### src/rtl/cgr_pkg.sv
package cgr_pkg;
  typedef enum logic [1:0] {
    SRC_NONE = 2'd0,
    SRC_SB   = 2'd1,
    SRC_T0   = 2'd2,
    SRC_HOST = 2'd3
  } src_e;

  localparam logic [2:0] CPL_SC  = 3'b000;
  localparam logic [2:0] CPL_CRS = 3'b010;
endpackage

### src/rtl/cgr_init.sv
module cgr_init (
  input  logic clk,
  input  logic rst_n,
  input  logic strap,
  input  logic ip_clr,
  output logic gate_on,
  output logic cfg_rst_n
);
  logic first_q, first_d;
  logic ip_q, ip_d;
  logic crst_q, crst_d;

  // During the capture cycle the strap itself decides the gate
  assign gate_on   = first_q ? strap : ip_q;
  assign cfg_rst_n = crst_q;

  always_comb begin
    first_d = 1'b0;
    ip_d    = gate_on & ~ip_clr;
    crst_d  = 1'b1;
  end

  always_ff @(posedge clk or negedge rst_n) begin
    if (!rst_n) begin
      first_q <= 1'b1;
      ip_q    <= 1'b1;
      crst_q  <= 1'b0;
    end else begin
      first_q <= first_d;
      ip_q    <= ip_d;
      crst_q  <= crst_d;
    end
  end
endmodule

### src/rtl/cgr_arb.sv
module cgr_arb
  import cgr_pkg::*;
#(
  parameter int ADDR_W = 6,
  parameter int DATA_W = 32
) (
  input  logic              sb_valid,
  input  logic              sb_write,
  input  logic [ADDR_W-1:0] sb_idx,
  input  logic [DATA_W-1:0] sb_wdata,
  input  logic              t0_valid,
  input  logic              t0_write,
  input  logic [ADDR_W-1:0] t0_idx,
  input  logic [DATA_W-1:0] t0_wdata,
  input  logic              hst_valid,
  input  logic              hst_write,
  input  logic [ADDR_W-1:0] hst_idx,
  input  logic [DATA_W-1:0] hst_wdata,
  output src_e              src,
  output logic              t0_ready,
  output logic              hst_ready,
  output logic              acc_en,
  output logic              acc_write,
  output logic              acc_local,
  output logic [ADDR_W-1:0] acc_idx,
  output logic [DATA_W-1:0] acc_wdata
);
  always_comb begin
    t0_ready  = ~sb_valid;
    hst_ready = ~sb_valid & ~t0_valid;
    src       = SRC_NONE;
    acc_write = 1'b0;
    acc_idx   = hst_idx;
    acc_wdata = hst_wdata;
    if (sb_valid) begin
      src       = SRC_SB;
      acc_write = sb_write;
      acc_idx   = sb_idx;
      acc_wdata = sb_wdata;
    end else if (t0_valid) begin
      src       = SRC_T0;
      acc_write = t0_write;
      acc_idx   = t0_idx;
      acc_wdata = t0_wdata;
    end else if (hst_valid) begin
      src       = SRC_HOST;
      acc_write = hst_write;
    end
    acc_en    = (src != SRC_NONE);
    acc_local = (src == SRC_SB) || (src == SRC_T0);
  end
endmodule

### src/rtl/cgr_regs.sv
module cgr_regs #(
  parameter int ADDR_W   = 6,
  parameter int DATA_W   = 32,
  parameter int INIT_IDX = 63,
  parameter int IP_BIT   = 0,
  parameter int BCTL_IDX = 15,
  parameter int BCTL_BIT = 22
) (
  input  logic              clk,
  input  logic              rst_n,
  input  logic              acc_en,
  input  logic              acc_write,
  input  logic              acc_local,
  input  logic [ADDR_W-1:0] acc_idx,
  input  logic [DATA_W-1:0] acc_wdata,
  input  logic              ip_now,
  output logic [DATA_W-1:0] rd_data,
  output logic              ip_clr,
  output logic              sec_rst
);
  localparam int              NREG   = 1 << ADDR_W;
  localparam logic [ADDR_W-1:0] INIT_A = ADDR_W'(INIT_IDX);

  logic [DATA_W-1:0] regs_q [NREG];

  for (genvar g = 0; g < NREG; g++) begin : g_reg
    logic              wr_en;
    logic [DATA_W-1:0] reg_d;
    always_comb begin
      wr_en = acc_en & acc_write & (acc_idx == ADDR_W'(g));
      reg_d = acc_wdata;
    end
    always_ff @(posedge clk or negedge rst_n) begin
      if (!rst_n) begin
        regs_q[g] <= '0;
      end else if (wr_en) begin
        regs_q[g] <= reg_d;
      end
    end
  end

  always_comb begin
    rd_data = regs_q[acc_idx];
    if (acc_idx == INIT_A) rd_data[IP_BIT] = ip_now;
  end

  // Only a local zero write may clear the in-progress state
  assign ip_clr  = acc_en & acc_write & acc_local & (acc_idx == INIT_A)
                 & ~acc_wdata[IP_BIT];
  assign sec_rst = regs_q[BCTL_IDX][BCTL_BIT];
endmodule

### src/rtl/cfg_retry_gate.sv
module cfg_retry_gate
  import cgr_pkg::*;
#(
  parameter int ADDR_W   = 6,
  parameter int DATA_W   = 32,
  parameter int INIT_IDX = 63,
  parameter int IP_BIT   = 0,
  parameter int BCTL_IDX = 15,
  parameter int BCTL_BIT = 22
) (
  input  logic              clk,
  input  logic              rst_n,
  input  logic              strap_cfg_retry,
  input  logic              hst_req_valid,
  output logic              hst_req_ready,
  input  logic              hst_req_write,
  input  logic [ADDR_W-1:0] hst_req_idx,
  input  logic [DATA_W-1:0] hst_req_wdata,
  output logic              hst_cpl_valid,
  output logic [2:0]        hst_cpl_status,
  output logic [DATA_W-1:0] hst_cpl_rdata,
  input  logic              sb_valid,
  input  logic              sb_write,
  input  logic [ADDR_W-1:0] sb_idx,
  input  logic [DATA_W-1:0] sb_wdata,
  output logic              sb_ack,
  output logic [DATA_W-1:0] sb_rdata,
  input  logic              t0_valid,
  output logic              t0_ready,
  input  logic              t0_write,
  input  logic [ADDR_W-1:0] t0_idx,
  input  logic [DATA_W-1:0] t0_wdata,
  output logic              t0_ack,
  output logic [DATA_W-1:0] t0_rdata,
  output logic              cfg_rst_n_o,
  output logic              sec_bus_rst_o
);
  logic              gate_on;
  logic              ip_clr;
  logic              arb_hst_ready;
  src_e              src;
  logic              acc_en, acc_write, acc_local;
  logic [ADDR_W-1:0] acc_idx;
  logic [DATA_W-1:0] acc_wdata;
  logic [DATA_W-1:0] rd_data;

  cgr_init u_init (
    .clk       (clk),
    .rst_n     (rst_n),
    .strap     (strap_cfg_retry),
    .ip_clr    (ip_clr),
    .gate_on   (gate_on),
    .cfg_rst_n (cfg_rst_n_o)
  );

  cgr_arb #(.ADDR_W(ADDR_W), .DATA_W(DATA_W)) u_arb (
    .sb_valid  (sb_valid),
    .sb_write  (sb_write),
    .sb_idx    (sb_idx),
    .sb_wdata  (sb_wdata),
    .t0_valid  (t0_valid),
    .t0_write  (t0_write),
    .t0_idx    (t0_idx),
    .t0_wdata  (t0_wdata),
    .hst_valid (hst_req_valid & ~gate_on),
    .hst_write (hst_req_write),
    .hst_idx   (hst_req_idx),
    .hst_wdata (hst_req_wdata),
    .src       (src),
    .t0_ready  (t0_ready),
    .hst_ready (arb_hst_ready),
    .acc_en    (acc_en),
    .acc_write (acc_write),
    .acc_local (acc_local),
    .acc_idx   (acc_idx),
    .acc_wdata (acc_wdata)
  );

  cgr_regs #(
    .ADDR_W(ADDR_W), .DATA_W(DATA_W), .INIT_IDX(INIT_IDX), .IP_BIT(IP_BIT),
    .BCTL_IDX(BCTL_IDX), .BCTL_BIT(BCTL_BIT)
  ) u_regs (
    .clk       (clk),
    .rst_n     (rst_n),
    .acc_en    (acc_en),
    .acc_write (acc_write),
    .acc_local (acc_local),
    .acc_idx   (acc_idx),
    .acc_wdata (acc_wdata),
    .ip_now    (gate_on),
    .rd_data   (rd_data),
    .ip_clr    (ip_clr),
    .sec_rst   (sec_bus_rst_o)
  );

  // Retries never touch the register file, so they are always taken
  assign hst_req_ready = gate_on | arb_hst_ready;

  logic              cpl_v_q, cpl_v_d;
  logic [2:0]        cpl_st_q, cpl_st_d;
  logic [DATA_W-1:0] cpl_rd_q, cpl_rd_d;
  logic              cpl_en;
  logic              sb_ack_q, sb_ack_d, sb_rd_en;
  logic [DATA_W-1:0] sb_rd_q;
  logic              t0_ack_q, t0_ack_d, t0_rd_en;
  logic [DATA_W-1:0] t0_rd_q;

  always_comb begin
    cpl_v_d  = hst_req_valid & hst_req_ready;
    cpl_en   = cpl_v_d;
    cpl_st_d = gate_on ? CPL_CRS : CPL_SC;
    cpl_rd_d = (!gate_on && !hst_req_write) ? rd_data : '0;
    sb_ack_d = (src == SRC_SB);
    sb_rd_en = sb_ack_d & ~acc_write;
    t0_ack_d = (src == SRC_T0);
    t0_rd_en = t0_ack_d & ~acc_write;
  end

  always_ff @(posedge clk or negedge rst_n) begin
    if (!rst_n) begin
      cpl_v_q  <= 1'b0;
      cpl_st_q <= CPL_SC;
      cpl_rd_q <= '0;
      sb_ack_q <= 1'b0;
      sb_rd_q  <= '0;
      t0_ack_q <= 1'b0;
      t0_rd_q  <= '0;
    end else begin
      cpl_v_q  <= cpl_v_d;
      sb_ack_q <= sb_ack_d;
      t0_ack_q <= t0_ack_d;
      if (cpl_en) begin
        cpl_st_q <= cpl_st_d;
        cpl_rd_q <= cpl_rd_d;
      end
      if (sb_rd_en) sb_rd_q <= rd_data;
      if (t0_rd_en) t0_rd_q <= rd_data;
    end
  end

  assign hst_cpl_valid  = cpl_v_q;
  assign hst_cpl_status = cpl_st_q;
  assign hst_cpl_rdata  = cpl_rd_q;
  assign sb_ack         = sb_ack_q;
  assign sb_rdata       = sb_rd_q;
  assign t0_ack         = t0_ack_q;
  assign t0_rdata       = t0_rd_q;
endmodule

### config.mk
export PLATFORM = sky130hd
export DESIGN_NAME = cfg_retry_gate
export DESIGN_NICKNAME = d
export VERILOG_FILES = /design/src/rtl/cgr_pkg.sv /design/src/rtl/cgr_init.sv /design/src/rtl/cgr_arb.sv /design/src/rtl/cgr_regs.sv /design/src/rtl/cfg_retry_gate.sv
export SDC_FILE = /design/constraint.sdc
export NUM_CORES = 2
export LEC_CHECK = 0
export BUFFER_PORTS_ARGS = -buffer_cell sky130_fd_sc_hd__buf_4
export CAP_MARGIN = 25
export CORE_UTILIZATION = 35
export DETAILED_ROUTE_END_ITERATION = 7
export SYNTH_ARGS = -nofsm -noshare
export SYNTH_HDL_FRONTEND = slang
export SYNTH_SLANG_ARGS = --single-unit
### constraint.sdc
create_clock -name clk -period 2.3 [get_ports clk]
set_input_delay 0.115 -clock clk [delete_from_list [all_inputs] [get_ports clk]]
set_output_delay 0.115 -clock clk [all_outputs]
set_load 0.02 [all_outputs]
==> out/results.ini <==
[run_status]
status=finished with violations
violations=DRC, setup timing

[timing]
max_freq_mhz=362
rsz0062_at_grt=yes
max_slew_margin_pct=33.2
slew_viol_final=0
setup_viol=2138
period_share_pct=120
setup_ws_ns=-0.463
fin_skew_ns=0.0560
hold_viol=0
worst_slew_pin_slew_ns=0.997
fin_crit_ns=2.76

[detailed_routing]
drtAntennaViolNets=0
drc=7
dr_wl_met2_um=180000
wl_met3_um=48400
routed.top_layer=met5
wl_met1_um=159000
via_per_inst=5.95
wire_per_inst_um=29.2
firstDrtPassIters=8
vias=85803
finalWirelength_um=421000
drt_iter0_markers=12039

[critical_path]
reg2reg_to=u_regs.regs_q[5]
cp-start-kind=flop
cpMostUsedCell=buf_12
crit_buf_inv=6
r2r_setup_slack_ns=-0.46
slowest_delay_ns=0.54
required_ns=3.12
worstPathMaxFanout=16
crit_slowest_cell=dfstp_2
arrival_ns=3.58
criticalPathCategory=flop to flop
cp_cell_sequence=mux2i_2, nand3_2, buf_12, clkinv_4, a222oi_1, bufbuf_16, nor2_4, buf_12, buf_4, nand2_8, buf_16, o21ai_0
cp_top_family=buffers and inverters
reg2reg_depth=12
end_kind=flop
r2r_start=u_init.first_q

[yosys]
synth_seq_cells=2150
synth_area_um2=96600
synth_top_family_by_area=compound AO/OA/AOI/OAI gates
synth_edf_count=0
synth_xor_area_share_pct=0
synth.avg_cell_area_um2=9.69
synth_seq_area_share_pct=55.7
synthAdderAreaFrac_pct=0
syn_inst=9974
synthFlopType=dfrtp_1
async_flop_share_pct=100
synth_compound_area_share_pct=19.1
ys_types=74
synth.area.mux_share_pct=7.91
synthSimpleGateAreaFrac_pct=12.9
ys_warn_count=0

[clock_network]
numCtsBuffers=222
clkSinkCount=2150
cts_tree=done
worstSkewPairLatency_ns=0.93
ctsRootBufferMaster=clkbuf_16
htreeDepth=4
clock_path_buffers=4
clkTransAtPathRegs_ns=0.07

[pwr]
p_comb_share_pct=19.4
p_int_mw=74.1
switching_share_pct=30.0
power.switching_mw=31.7
p_clk_share_pct=35.5
pwr-share-seq_pct=45.1
p_leak_nw=54.2
power.density_nw_per_um2=868
ir_drop_mv=0.697

[placed_design]
dp_cells=13843
hpwl_um=251000
place_congestion=0.952
port_buffers=226
dp_slack_ns=-1.63

[floorplan]
num_rows=192
core-area_um2=274000
die_x_um=527
chipHeight_um=527
initial_core_util_pct=35.2
ios=229
die_area_um2=278000

[hold_path]
min_path_type=input port to async pin

[global_route]
antenna_found_initial=37
grt_pass1_wl_um=580000
grt_pass1_vias=82284
grt_max_degree=120
overflow=0
track_usage_pct=28.4

[run]
maxCapViolCount=0

[finish]
final_cell_mix=2671 x nand2_1, 2148 x dfrtp_1, 1932 x o21ai_0, 841 x buf_4, 296 x buf_12
final_cells=14431
area_growth_syn_to_layout_pct=26.2
layout_commonest_cell=nand2_1
nets=10688
drive_gt1_share_pct=20.9

-- layer usage --
layer / vias to the layer above / track usage (%)
li1: 36135 / -
met3: 1436 / 6.65
met4: 31 / 18.1
met1: 42775 / 37.0
met2: 5426 / 42.5
met5: - / 0
-- cells in the mapped netlist, types with 27 or more instances --
cell         n  area, um2
nand2_1   2785      10500
dfrtp_1   2148      53800
o21ai_0   2047      10200
clkbuf_1   723       2710
a21oi_1    277       1390
mux4_2     201       4530
mux2_2     149       1680
mux2i_1    139       1390
buf_2      135        676
nor2_1     122        458
a221oi_1   110        963
nand3_1     94        470
o22ai_1     86        538
a222oi_1    80        801
a31oi_1     78        488
and3_1      71        444
o21ai_1     70        350
o211ai_1    67        503
buf_4       61        458
a22oi_1     46        345
a311oi_1    44        385
and2_1      41        257
o31ai_1     35        263
a22o_1      32        280
buf_1       32        120
a211oi_1    27        203
-- worst reg2reg max path, delay by kind of cell, from the launching register on --
kind                   cells  cell delay, ns
buffers and inverters      6            1.15
muxes                      1            0.27
DFF                        1            0.54
AOI/OAI and AO/OA          2            0.32
and+or+nand+nor            3            0.41
-- final cells by class --
class,count,area [um2]
fillers,25496,152000
clock buffers,317,6380
inverters,9,41.3
diodes,13,32.5
repair buffers,1333,15700
clock inverters,74,1010
flip-flops and latches,2150,53800
multi-input cells,6849,40300
well taps,3686,4610
-- power by group through the flow --
stage          registers, mW  logic (mW)  clock network (mW)
2_1_floorplan           47.4        10.6                   0
3_3_place_gp            47.7        19.0                   0
3_5_place_dp            48.1        19.5                   0
4_1_cts                 47.5        20.1                37.7
5_1_grt                 48.3        22.2                39.2
6_report                47.7        20.6                37.6
-- state kept, by name (all words and copies together) (netlist names) --
signal            cells
u_regs.regs_q      2046
sb_ack                1
hst_cpl_valid         1
hst_cpl_rdata        32
t0_rdata             32
u_init.cfg_rst_n      1
u_regs.sec_rst        1
sb_rdata             32
u_init.first_q        1
hst_cpl_status        1
u_init.ip_q           1
t0_ack                1
-- per-stage QoR --
stage          total power, mW  util [%]  TNS [ns]  cell area [um2]  hold slack [ns]
2_1_floorplan             58.0         -    -14.73            97000           -0.181
3_3_place_gp              66.7      40.2  -1138.00           110000           0.0770
3_5_place_dp              67.6      40.2  -1154.06           110000           0.0672
4_1_cts                    105      43.9   -508.36           120000           0.0722
5_1_grt                    110      44.5   -829.14           122000           0.0976
6_report                   106      44.5   -660.51           122000           0.0625
-- cells by family (layout without fill, tap and decap cells) --
| group | after synthesis | in the layout |
|---|---|---|
| AOI/OAI and AO/OA | 3184 | 3184 |
| and+or+nand+nor | 3168 | 3169 |
| DFF | 2150 | 2150 |
| buffers and inverters | 978 | 1733 |
| muxes | 492 | 492 |
| other | 2 | 17 |
-- worst max path at each step --
stage / start / endpoint / cells past startpoint
floorplan: t0_valid / t0_rdata[3] / 12
global placement: t0_valid / t0_rdata[17] / 15
detailed placement: t0_valid / t0_rdata[17] / 15
CTS: u_init.first_q / u_regs.regs_q[1576] / 12
global route: u_init.first_q / u_regs.regs_q[5] / 12
finish: u_init.first_q / u_regs.regs_q[5] / 12
-- what timing repair did --
action | 4_1_cts | 5_1_grt
resized for setup | 204 | 217
cloned | 35 | 45
setup buffers | 25 | 8
hold buffers | 73 | 0
pin swaps | 33 | 26
endpoints found under the setup margin | 2133 | 2140
hold endpoints to repair | 4261 | 0
(Power assumes the default switching activity.)
